## config.mk

```make
export PLATFORM = sky130hd
export DESIGN_NAME = lane_steer
export DESIGN_NICKNAME = d
export VERILOG_FILES = /design/src/rtl/lsteer_pkg.sv /design/src/rtl/lsteer_decode.sv /design/src/rtl/lsteer_wr_mux.sv /design/src/rtl/lsteer_rd_mux.sv /design/src/rtl/lane_steer.sv
export SDC_FILE = /design/constraint.sdc
export NUM_CORES = 1
export LEC_CHECK = 0
export ABC_AREA = 1
export CELL_PAD_IN_SITES_DETAIL_PLACEMENT = 1
export CELL_PAD_IN_SITES_GLOBAL_PLACEMENT = 1
export CORE_MARGIN = 4
export CORE_UTILIZATION = 33
export DETAILED_ROUTE_END_ITERATION = 6
export GPL_ROUTABILITY_DRIVEN = 0
export PLACE_DENSITY = 0.8
export SETUP_SLACK_MARGIN = 0.4
export SLEW_MARGIN = 20
export SYNTH_ARGS = -nofsm -noshare
export SYNTH_HDL_FRONTEND = slang
export SYNTH_HIERARCHICAL = 1
export SYNTH_SLANG_ARGS = --single-unit
export TNS_END_PERCENT = 10
```

## constraint.sdc

```tcl
create_clock -name clk -period 2.79 [get_ports clk]
set_input_delay 0.4185 -clock clk [delete_from_list [all_inputs] [get_ports clk]]
set_output_delay 0.4185 -clock clk [all_outputs]
set_load 0.02 [all_outputs]
```

## src/rtl/lsteer_pkg.sv

```systemverilog
package lsteer_pkg;

  typedef enum logic [1:0] {
    SZ_BYTE = 2'd0,
    SZ_HALF = 2'd1,
    SZ_WORD = 2'd2,
    SZ_RSVD = 2'd3
  } acc_size_e;

  typedef enum logic [1:0] {
    CL_MEM  = 2'd0,
    CL_REGS = 2'd1,
    CL_PORT = 2'd2,
    CL_RSVD = 2'd3
  } acc_class_e;

endpackage

```

## src/rtl/lsteer_decode.sv

```systemverilog
module lsteer_decode #(
  parameter int LANES = 4,
  localparam int OFS_W = $clog2(LANES),
  localparam int CNT_W = OFS_W + 2
) (
  input  logic [1:0]       size,
  input  logic [OFS_W-1:0] ofs,
  input  logic [1:0]       cls,
  input  logic             little,
  output logic [LANES-1:0] be,
  output logic             misalign,
  output logic             swap,
  output logic [OFS_W-1:0] last
);
  import lsteer_pkg::*;

  logic [CNT_W-1:0] span;
  logic [CNT_W-1:0] ofs_x;

  always_comb begin
    span     = CNT_W'(1) << size;
    ofs_x    = CNT_W'(ofs);
    misalign = (span > CNT_W'(LANES)) || ((ofs_x & (span - CNT_W'(1))) != '0);
    last     = OFS_W'(span - CNT_W'(1));
    // register space always keeps identity order
    swap     = !little && (acc_class_e'(cls) != CL_REGS);
  end

  for (genvar l = 0; l < LANES; l++) begin : g_be
    assign be[l] = !misalign && (CNT_W'(l) >= ofs_x) && (CNT_W'(l) < ofs_x + span);
  end

endmodule

```

## src/rtl/lsteer_wr_mux.sv

```systemverilog
module lsteer_wr_mux #(
  parameter int LANES  = 4,
  parameter int LANE_W = 8,
  localparam int OFS_W  = $clog2(LANES),
  localparam int DATA_W = LANES * LANE_W
) (
  input  logic [DATA_W-1:0] src,
  input  logic [LANES-1:0]  be,
  input  logic [OFS_W-1:0]  ofs,
  input  logic [OFS_W-1:0]  last,
  input  logic              swap,
  output logic [DATA_W-1:0] lanes
);

  for (genvar l = 0; l < LANES; l++) begin : g_lane
    logic [OFS_W-1:0] idx;
    always_comb begin
      if (swap) idx = ofs + last - OFS_W'(l);
      else      idx = OFS_W'(l) - ofs;
      lanes[l*LANE_W +: LANE_W] = be[l] ? src[idx*LANE_W +: LANE_W] : '0;
    end
  end

endmodule

```

## src/rtl/lsteer_rd_mux.sv

```systemverilog
module lsteer_rd_mux #(
  parameter int LANES  = 4,
  parameter int LANE_W = 8,
  localparam int OFS_W  = $clog2(LANES),
  localparam int DATA_W = LANES * LANE_W
) (
  input  logic [DATA_W-1:0] lanes,
  input  logic              misalign,
  input  logic [OFS_W-1:0]  ofs,
  input  logic [OFS_W-1:0]  last,
  input  logic              swap,
  output logic [DATA_W-1:0] dst
);

  for (genvar b = 0; b < LANES; b++) begin : g_byte
    logic [OFS_W-1:0] lane;
    logic             used;
    always_comb begin
      used = !misalign && (OFS_W'(b) <= last);
      if (swap) lane = ofs + last - OFS_W'(b);
      else      lane = ofs + OFS_W'(b);
      dst[b*LANE_W +: LANE_W] = used ? lanes[lane*LANE_W +: LANE_W] : '0;
    end
  end

endmodule

```

## src/rtl/lane_steer.sv

```systemverilog
module lane_steer #(
  parameter int LANES  = 4,
  parameter int LANE_W = 8,
  localparam int OFS_W  = $clog2(LANES),
  localparam int DATA_W = LANES * LANE_W
) (
  input  logic              clk,
  input  logic              rst_n,
  input  logic              req_en,
  input  logic              req_store,
  input  logic [1:0]        req_size,
  input  logic [OFS_W-1:0]  req_ofs,
  input  logic [1:0]        req_cls,
  input  logic              little_en,
  input  logic [DATA_W-1:0] st_data,
  input  logic [DATA_W-1:0] bus_rdata,
  output logic [DATA_W-1:0] bus_wdata,
  output logic [LANES-1:0]  bus_be,
  output logic              misalign,
  output logic [DATA_W-1:0] ld_data,
  output logic              out_vld
);

  // reset: asserted asynchronously, released through two flops
  logic [1:0] rst_sync_q;
  logic       rst_int_n;

  always_ff @(posedge clk or negedge rst_n) begin
    if (!rst_n) rst_sync_q <= 2'b00;
    else        rst_sync_q <= {rst_sync_q[0], 1'b1};
  end
  assign rst_int_n = rst_sync_q[1];

  logic [LANES-1:0]  dec_be;
  logic              dec_mis;
  logic              dec_swap;
  logic [OFS_W-1:0]  dec_last;
  logic [DATA_W-1:0] wr_lanes;
  logic [DATA_W-1:0] rd_value;

  lsteer_decode #(.LANES(LANES)) u_decode (
    .size     (req_size),
    .ofs      (req_ofs),
    .cls      (req_cls),
    .little   (little_en),
    .be       (dec_be),
    .misalign (dec_mis),
    .swap     (dec_swap),
    .last     (dec_last)
  );

  lsteer_wr_mux #(.LANES(LANES), .LANE_W(LANE_W)) u_wr_mux (
    .src   (st_data),
    .be    (dec_be),
    .ofs   (req_ofs),
    .last  (dec_last),
    .swap  (dec_swap),
    .lanes (wr_lanes)
  );

  lsteer_rd_mux #(.LANES(LANES), .LANE_W(LANE_W)) u_rd_mux (
    .lanes    (bus_rdata),
    .misalign (dec_mis),
    .ofs      (req_ofs),
    .last     (dec_last),
    .swap     (dec_swap),
    .dst      (rd_value)
  );

  // next-state
  logic [DATA_W-1:0] wdata_d, ld_d;
  logic [LANES-1:0]  be_d;
  logic              mis_d;

  always_comb begin
    be_d    = dec_be;
    mis_d   = dec_mis;
    wdata_d = req_store ? wr_lanes : '0;
    ld_d    = req_store ? '0 : rd_value;
  end

  // registers, clock-enabled by the request strobe
  always_ff @(posedge clk or negedge rst_int_n) begin
    if (!rst_int_n) begin
      bus_wdata <= '0;
      bus_be    <= '0;
      misalign  <= 1'b0;
      ld_data   <= '0;
    end else if (req_en) begin
      bus_wdata <= wdata_d;
      bus_be    <= be_d;
      misalign  <= mis_d;
      ld_data   <= ld_d;
    end
  end

  always_ff @(posedge clk or negedge rst_int_n) begin
    if (!rst_int_n) out_vld <= 1'b0;
    else            out_vld <= req_en;
  end

endmodule

```

==> impl_metrics.py, run 1 <==
metrics = {
    "synthesis": {
        "ys_seq_area_share_pct": 32.3,
        "ys_warn_count": 6,
        "syn-num-nets": 995,
        "syn-instance-count": 914,
        "ys_ff_latch": 72,
        "yosysUniqueCellTypes": 28,
        "syn_avg_cell_area_sq_um": 6.11,
        "synth_area_sq_mm": 0.00558,
    },
    "final_layout": {
        "area_delta_synth_final_pct": 38.0,
        "drive_gt1_share_pct": 9.67,
        "layout.nets": 1141,
        "antennaDiodeCount": 0,
    },
    "detailed_routing": {
        "vias": 6249,
        "wl_per_cell_um": 15.8,
        "viasPerCell": 4.86,
        "drt-pass1-iter-count": 4,
        "drc": 0,
        "drtIter0Drc": 374,
        "ant_nets": 0,
        "totalWireLength_um": 20300,
    },
    "clocking": {
        "worstSkewPairLatency_ns": 0.35,
        "cts_tree": "built",
        "cts_root_buf": "clkbuf_16",
        "cts_max_level": 3,
        "numCtsBuffers": 9,
        "clockBufferDepth": 2,
        "clkTransAtPathRegs_ns": 0.06,
        "clock_sinks": 72,
    },
    "die": {
        "core_sq_mm": 0.0166,
        "die_x_um": 138,
        "rows": 47,
        "start_util_pct": 33.7,
        "fp.dieH_um": 138,
        "dieArea_sq_mm": 0.0191,
        "ioPinCount": 145,
    },
    "timing": {
        "slew_headroom_pct": 35.1,
        "tightest_slew_ns": 0.974,
        "fin_crit_ns": 2.34,
        "slew_viol_final": 0,
        "fmax_ghz": 0.427,
        "rsz0062_at_grt": "true",
        "hold_viol": 0,
        "worst_slack_ns": 0.448,
        "fin_skew_ns": 0.00626,
        "min_period_over_period_pct": 83.9,
        "setup_viol": 0,
    },
    "worst_hold_path": {
        "hold_path_class": "input port to async pin",
    },
    "grt": {
        "antenna_found_initial": 0,
        "grt_max_degree": 71,
        "grt_pass1_wl_um": 32300,
        "grt_pass1_vias": 6338,
        "grt-ovfl-total": 0,
        "grtUsageTotal_pct": 20.6,
    },
    "power_and_ir_drop": {
        "power_frac_seq_pct": 33.0,
        "switching_share_pct": 35.4,
        "p_int_mw": 2.27,
        "p_total_mw": 3.52,
        "switchingPower_mw": 1.25,
        "vdd_drop_max_v": 0.000279,
        "power_density_mw_per_mm2": 457,
        "p_clk_share_pct": 34.4,
        "p_leak_nw": 4.17,
        "p_comb_share_pct": 32.6,
    },
    "setup_path": {
        "end_kind": "register",
        "r2r_start": "rst_sync_q[1]",
        "crit_type": "input port to register",
        "crit_start": "req_size[0]",
        "cp-start-kind": "input port",
        "cp_max_fo": 7,
        "cp_data_required_time_ns": 3.07,
        "arrival_ns": 2.63,
    },
    "place": {
        "io_buffer_count": 144,
        "place_ws_ns": -0.0490,
        "hpwl_um": 14600,
    },
    "run": {
        "cap_violations": 0,
    },
    "status": {
        "status": "completed",
    },
}
[placed cells by master, fill, tap and decap left out]
master,netlist,final
inv_2,6,6
nand2_4,1,3
buf_2,26,3
o21ai_1,18,20
inv_6,0,2
nor2_1,105,100
a21oi_1,31,26
conb_1,1,1
nand2_1,342,340
inv_1,112,111
o21ai_2,2,2
nand3b_4,0,1
dfrtp_1,72,71
clkinvlp_4,0,1
fa_2,0,1
bufinv_16,0,1
buf_12,0,5
buf_6,20,3
buf_4,5,33
dfrtp_4,0,1
nand3b_1,1,1
nand2_2,8,8
nor2_2,4,9
inv_4,1,2
nand3_1,93,92
nor3_1,1,1
a21oi_2,0,4
clkdlybuf4s50_1,0,141
clkinv_4,0,2
ha_1,5,5
nand3_2,2,2
o21ai_0,36,34
nand3_4,1,2
dlymetal6s2s_1,0,2
xor2_1,1,1
clkinv_2,0,1
nand4_1,16,16
clkbuf_16,0,10
a21oi_4,0,1
[power groups by stage]
stage	Sequential (mW)	Combinational [mW]	Clock, mW
global placement	1.18	1.07	0
global route	1.17	1.27	1.29
floorplan	1.24	0.602	0
CTS	1.16	1.10	1.24
detailed placement	1.18	1.09	0
finish	1.16	1.15	1.21
[metrics by stage]
step	area (sq um)	cells	TNS (ns)	hold slack, ns	util (%)
finish	7700	1285	0	0.228	46.4
global route	7700	1285	0	0.230	46.4
CTS	7510	1276	0	0.221	45.3
detailed placement	7210	1260	-0.0737	0.343	43.5
global placement	7210	1260	-0.0409	0.339	43.5
floorplan	5580	914	0	0.123	-
[final timing paths]
kind	to	slack [ns]	cells past startpoint
setup / recovery	bus_wdata[30]	0.45	15
hold / removal	rst_sync_q[1]	0.23	1
setup reg to reg	ld_data[15]	1.67	0
hold reg to reg	rst_sync_q[1]	0.35	0
max in group asynchronous	ld_data[15]	1.67	0
min in group clk	rst_sync_q[1]	0.35	0
[cell type report]
class	count	area [sq um]
tap	220	275
sequential	72	1810
fill	2215	8880
inverter	119	452
clock inverter	7	77.6
multi-input combinational	670	3010
timing repair buffer	188	1860
clock buffer	9	225
[synth_stat cells (all sizes together)]
cell type    n  share of area [%]
nor2       109                7.5
nand3       96                9.0
buf         51                7.0
xor2         1               0.16
dfrtp       72                 32
nand2      351                 24
a21oi       31                2.8
nand4       16                1.8
conb         1              0.067
fa           1               0.36
inv        119                8.0
nand3b       2               0.34
clkbuf       2               0.13
o21ai       56                5.2
nor3         1              0.090
ha           5                1.1
[repair_timing]
action / 4_1_cts / 5_1_grt
cloned: 0 / 3
resized for setup: 1 / 31
pin swaps: 0 / 3
setup endpoints to repair: 7 / 64
buffers inserted: 0 / 6
hold buffers: 0 / 0
[registers in the layout, indices dropped and copies added, names as in the netlist]
name / flops
rst_sync_q: 2
out_vld: 1
misalign: 1
bus_wdata: 32
ld_data: 32
bus_be: 4
[worst max-delay path: stages]
cell and delay (ns):
clkdlybuf4s50_1 0.49, nor2_2 0.06, ha_1 0.21, fa_2 0.34, inv_1 0.09, nor2_1 0.05, nand3_1 0.09, nand2_2 0.10
nor2_1 0.11, buf_4 0.17, buf_4 0.13, nand2_1 0.06, nor2_2 0.12, nand3_1 0.09, nand2_1 0.10
[cells by family after synthesis]
logic type / Yosys count / synth area share [%]
flops: 72 / 32.3
buf+inv: 172 / 15.2
other cells: 1 / 0.0672
simple gates: 575 / 42.8
fa+ha+maj: 6 / 1.48
xor+xnor: 1 / 0.157
compound gates: 87 / 7.94
[layer usage]
metal  up-vias  GRT usage [%]  share of wire, %
li1       3113              -                 -
met1      2955           25.0                43
met2       147           37.3                51
met3        34           2.73               3.6
met4         0           7.64               2.8
met5         -              0                 0
Note: power is estimated with default switching activity, not from simulation.
==> inputs of run 2 (changes only) <==
==> constraint.sdc (replaced) <==
create_clock -name clk -period 2.2 [get_ports clk]
set_input_delay 0.33 -clock clk [delete_from_list [all_inputs] [get_ports clk]]
set_output_delay 0.33 -clock clk [all_outputs]
set_load 0.02 [all_outputs]
==> run 2 against run 1 <==
  * Sequential power is 27% higher
  * Register-to-register slack got worse by 0.42 ns
  * Die area stayed put
  * Sequential share of layout area decreased by 3.7 points
  * Hold slack lost 0.088 ns
  * Global-route usage up 3.1 points
  * Clock power up 33%
  * Design area up 19%
  * Routed wire length increased by 33%
  * Critical path depth shrank 1
  * Highest routed layer unchanged
==> impl_metrics.py, run 2 (same netlist as run 1, synthesis figures left out) <==
metrics = {
    "detailed_routing": {
        "viasPerCell": 5.34,
        "ant_nets": 0,
        "totalWireLength_um": 27100,
        "drtIter0Drc": 555,
        "routed.top_layer": "met4",
        "vias": 7194,
        "wl_met1_um": 10500,
        "drt-pass1-iter-count": 5,
        "met3_length_um": 1380,
        "drc": 0,
        "route.met2.wl_um": 13700,
        "wl_per_cell_um": 20.1,
    },
    "timing": {
        "setup_viol": 0,
        "min_period_over_period_pct": 86.1,
        "hold_viol": 0,
        "tightest_slew_ns": 0.817,
        "slew_viol_final": 0,
        "fmax_ghz": 0.528,
        "slew_headroom_pct": 45.5,
        "setup_tns_ns": 0,
        "rsz0062_at_grt": "true",
        "whs_ns": 0.140,
        "fin_skew_ns": 0.0104,
        "fin_crit_ns": 1.90,
    },
    "final_layout": {
        "fillers": 2079,
        "area_delta_synth_final_pct": 63.5,
        "mostFrequentLayoutCell": "nand2_1",
        "antennaDiodeCount": 0,
        "layout.nets": 1203,
        "final_cell_mix": "nand2_1 (290), clkdlybuf4s50_1 (136), inv_1 (99), nand3_1 (86), nor2_1 (86)",
        "drive_gt1_share_pct": 25.9,
        "multi_input_area_sq_mm": 0.00359,
        "seq_area_sq_mm": 0.00181,
        "biggestRegsByFlops": "bus_wdata x32, ld_data x32, bus_be x4",
    },
    "clocking": {
        "clkTransAtPathRegs_ns": 0.07,
        "clockBufferDepth": 2,
        "clock_sinks": 72,
        "cts_tree": "built",
        "cts_root_buf": "clkbuf_16",
        "worstSkewPairLatency_ns": 0.36,
        "cts_max_level": 3,
        "numCtsBuffers": 9,
    },
    "setup_path": {
        "cp_data_required_time_ns": 2.44,
        "slowest_stage": "ha_4",
        "crit_type": "input port to register",
        "cp-start-kind": "input port",
        "arrival_ns": 2.13,
        "worstPathCellList": "buf_8, nor2_4, inv_4, ha_4, nand2_8, nand2_8, buf_12, nand2_1, o21ai_1, inv_1, a21oi_1, nor2_1, nand3_1, nand2_1",
        "cp_max_fo": 11,
        "cpPeakStageDelay_ns": 0.31,
        "end_kind": "register",
    },
    "power_and_ir_drop": {
        "switching_share_pct": 38.1,
        "p_int_mw": 3.20,
        "vdd_drop_max_v": 0.000387,
        "power_density_mw_per_mm2": 565,
        "switchingPower_mw": 1.96,
        "p_total_mw": 5.16,
        "p_clk_share_pct": 31.2,
        "power_frac_seq_pct": 28.4,
        "p_comb_share_pct": 40.3,
        "p_leak_nw": 4.72,
    },
    "die": {
        "start_util_pct": 33.7,
        "fp.dieH_um": 138,
        "die_x_um": 138,
        "dieArea_sq_mm": 0.0191,
        "core_sq_mm": 0.0166,
        "rows": 47,
        "ioPinCount": 145,
    },
    "run": {
        "cap_violations": 0,
    },
    "grt": {
        "grt-ovfl-total": 0,
        "antenna_found_initial": 0,
        "grt_pass1_wl_um": 37100,
        "grt_pass1_vias": 6987,
        "grt_max_degree": 71,
        "grtUsageTotal_pct": 23.7,
    },
    "place": {
        "io_buffer_count": 144,
        "hpwl_um": 15300,
    },
    "worst_hold_path": {
        "hold_path_class": "input port to async pin",
    },
    "status": {
        "status": "completed",
    },
}
## run 2: repair_timing
item,4_1_cts,5_1_grt
setup buffers,14,8
gates cloned,6,11
resized for setup,102,175
endpoints found under the setup margin,68,67
pin swaps,24,98
hold buffers,0,0
## run 2: worst paths after layout
kind | from | end | slack [ns] | cells after the start
hold / removal | rst_n | rst_sync_q[1] | 0.14 | 1
min in group clk | rst_sync_q[0] | rst_sync_q[1] | 0.36 | 0
setup reg to reg | rst_sync_q[1] | ld_data[8] | 1.25 | 1
setup / recovery | req_size[1] | bus_wdata[31] | 0.30 | 14
hold reg to reg | rst_sync_q[1] | bus_wdata[13] | 0.36 | 0
max in group asynchronous | rst_sync_q[1] | ld_data[8] | 1.25 | 1
## run 2: power groups by stage
stage          logic, mW  clock network [mW]  registers (mW)
6_report            2.08                1.61            1.47
5_1_grt             2.21                1.68            1.48
4_1_cts             1.68                1.61            1.47
3_5_place_dp        1.49                   0            1.49
3_3_place_gp        1.46                   0            1.49
2_1_floorplan      0.763                   0            1.57
## run 2: area by class of cell
type,instances,share of cell area (%)
Clock buffer,9,2.47
Clock inverter,7,0.878
Inverter,119,5.07
Multi-Input combinational cell,672,39.3
Sequential cell,72,19.8
Tap cell,220,3.02
Timing Repair Buffer,248,29.4
## run 2: metal layers
| metal | GRT usage [%] | vias to the layer above |
|---|---|---|
| met4 | 8.79 | 0 |
| met3 | 3.87 | 117 |
| met1 | 29.0 | 3484 |
| met2 | 42.0 | 356 |
| met5 | 0 | - |
| li1 | - | 3237 |
## run 2: critical path: cells and delay by family
kind	cells	cell delay [ns]
buf+inv	4	0.41
fa+ha+maj	1	0.31
compound gates	2	0.39
simple gates	7	0.68
## run 2: stage by stage
stage	setup WS (ns)	area [sq um]	instances	util (%)
5_1_grt	0.216	9130	1347	55.0
6_report	0.305	9130	1347	55.0
4_1_cts	0.354	8300	1328	50.0
2_1_floorplan	0.306	5580	914	-
3_3_place_gp	-0.465	7510	1292	45.3
3_5_place_dp	-0.450	7510	1292	45.3
==> inputs of run 3 (changes only) <==
--- a/config.mk
+++ b/config.mk
@@ -10,6 +10,7 @@
 export CELL_PAD_IN_SITES_GLOBAL_PLACEMENT = 1
 export CORE_MARGIN = 4
 export CORE_UTILIZATION = 33
+export CTS_CLUSTER_SIZE = 25
 export DETAILED_ROUTE_END_ITERATION = 6
 export GPL_ROUTABILITY_DRIVEN = 0
 export PLACE_DENSITY = 0.8
==> results of run 3 <==
Same layout as run 2: the final DEF is identical, and so are final timing and power.
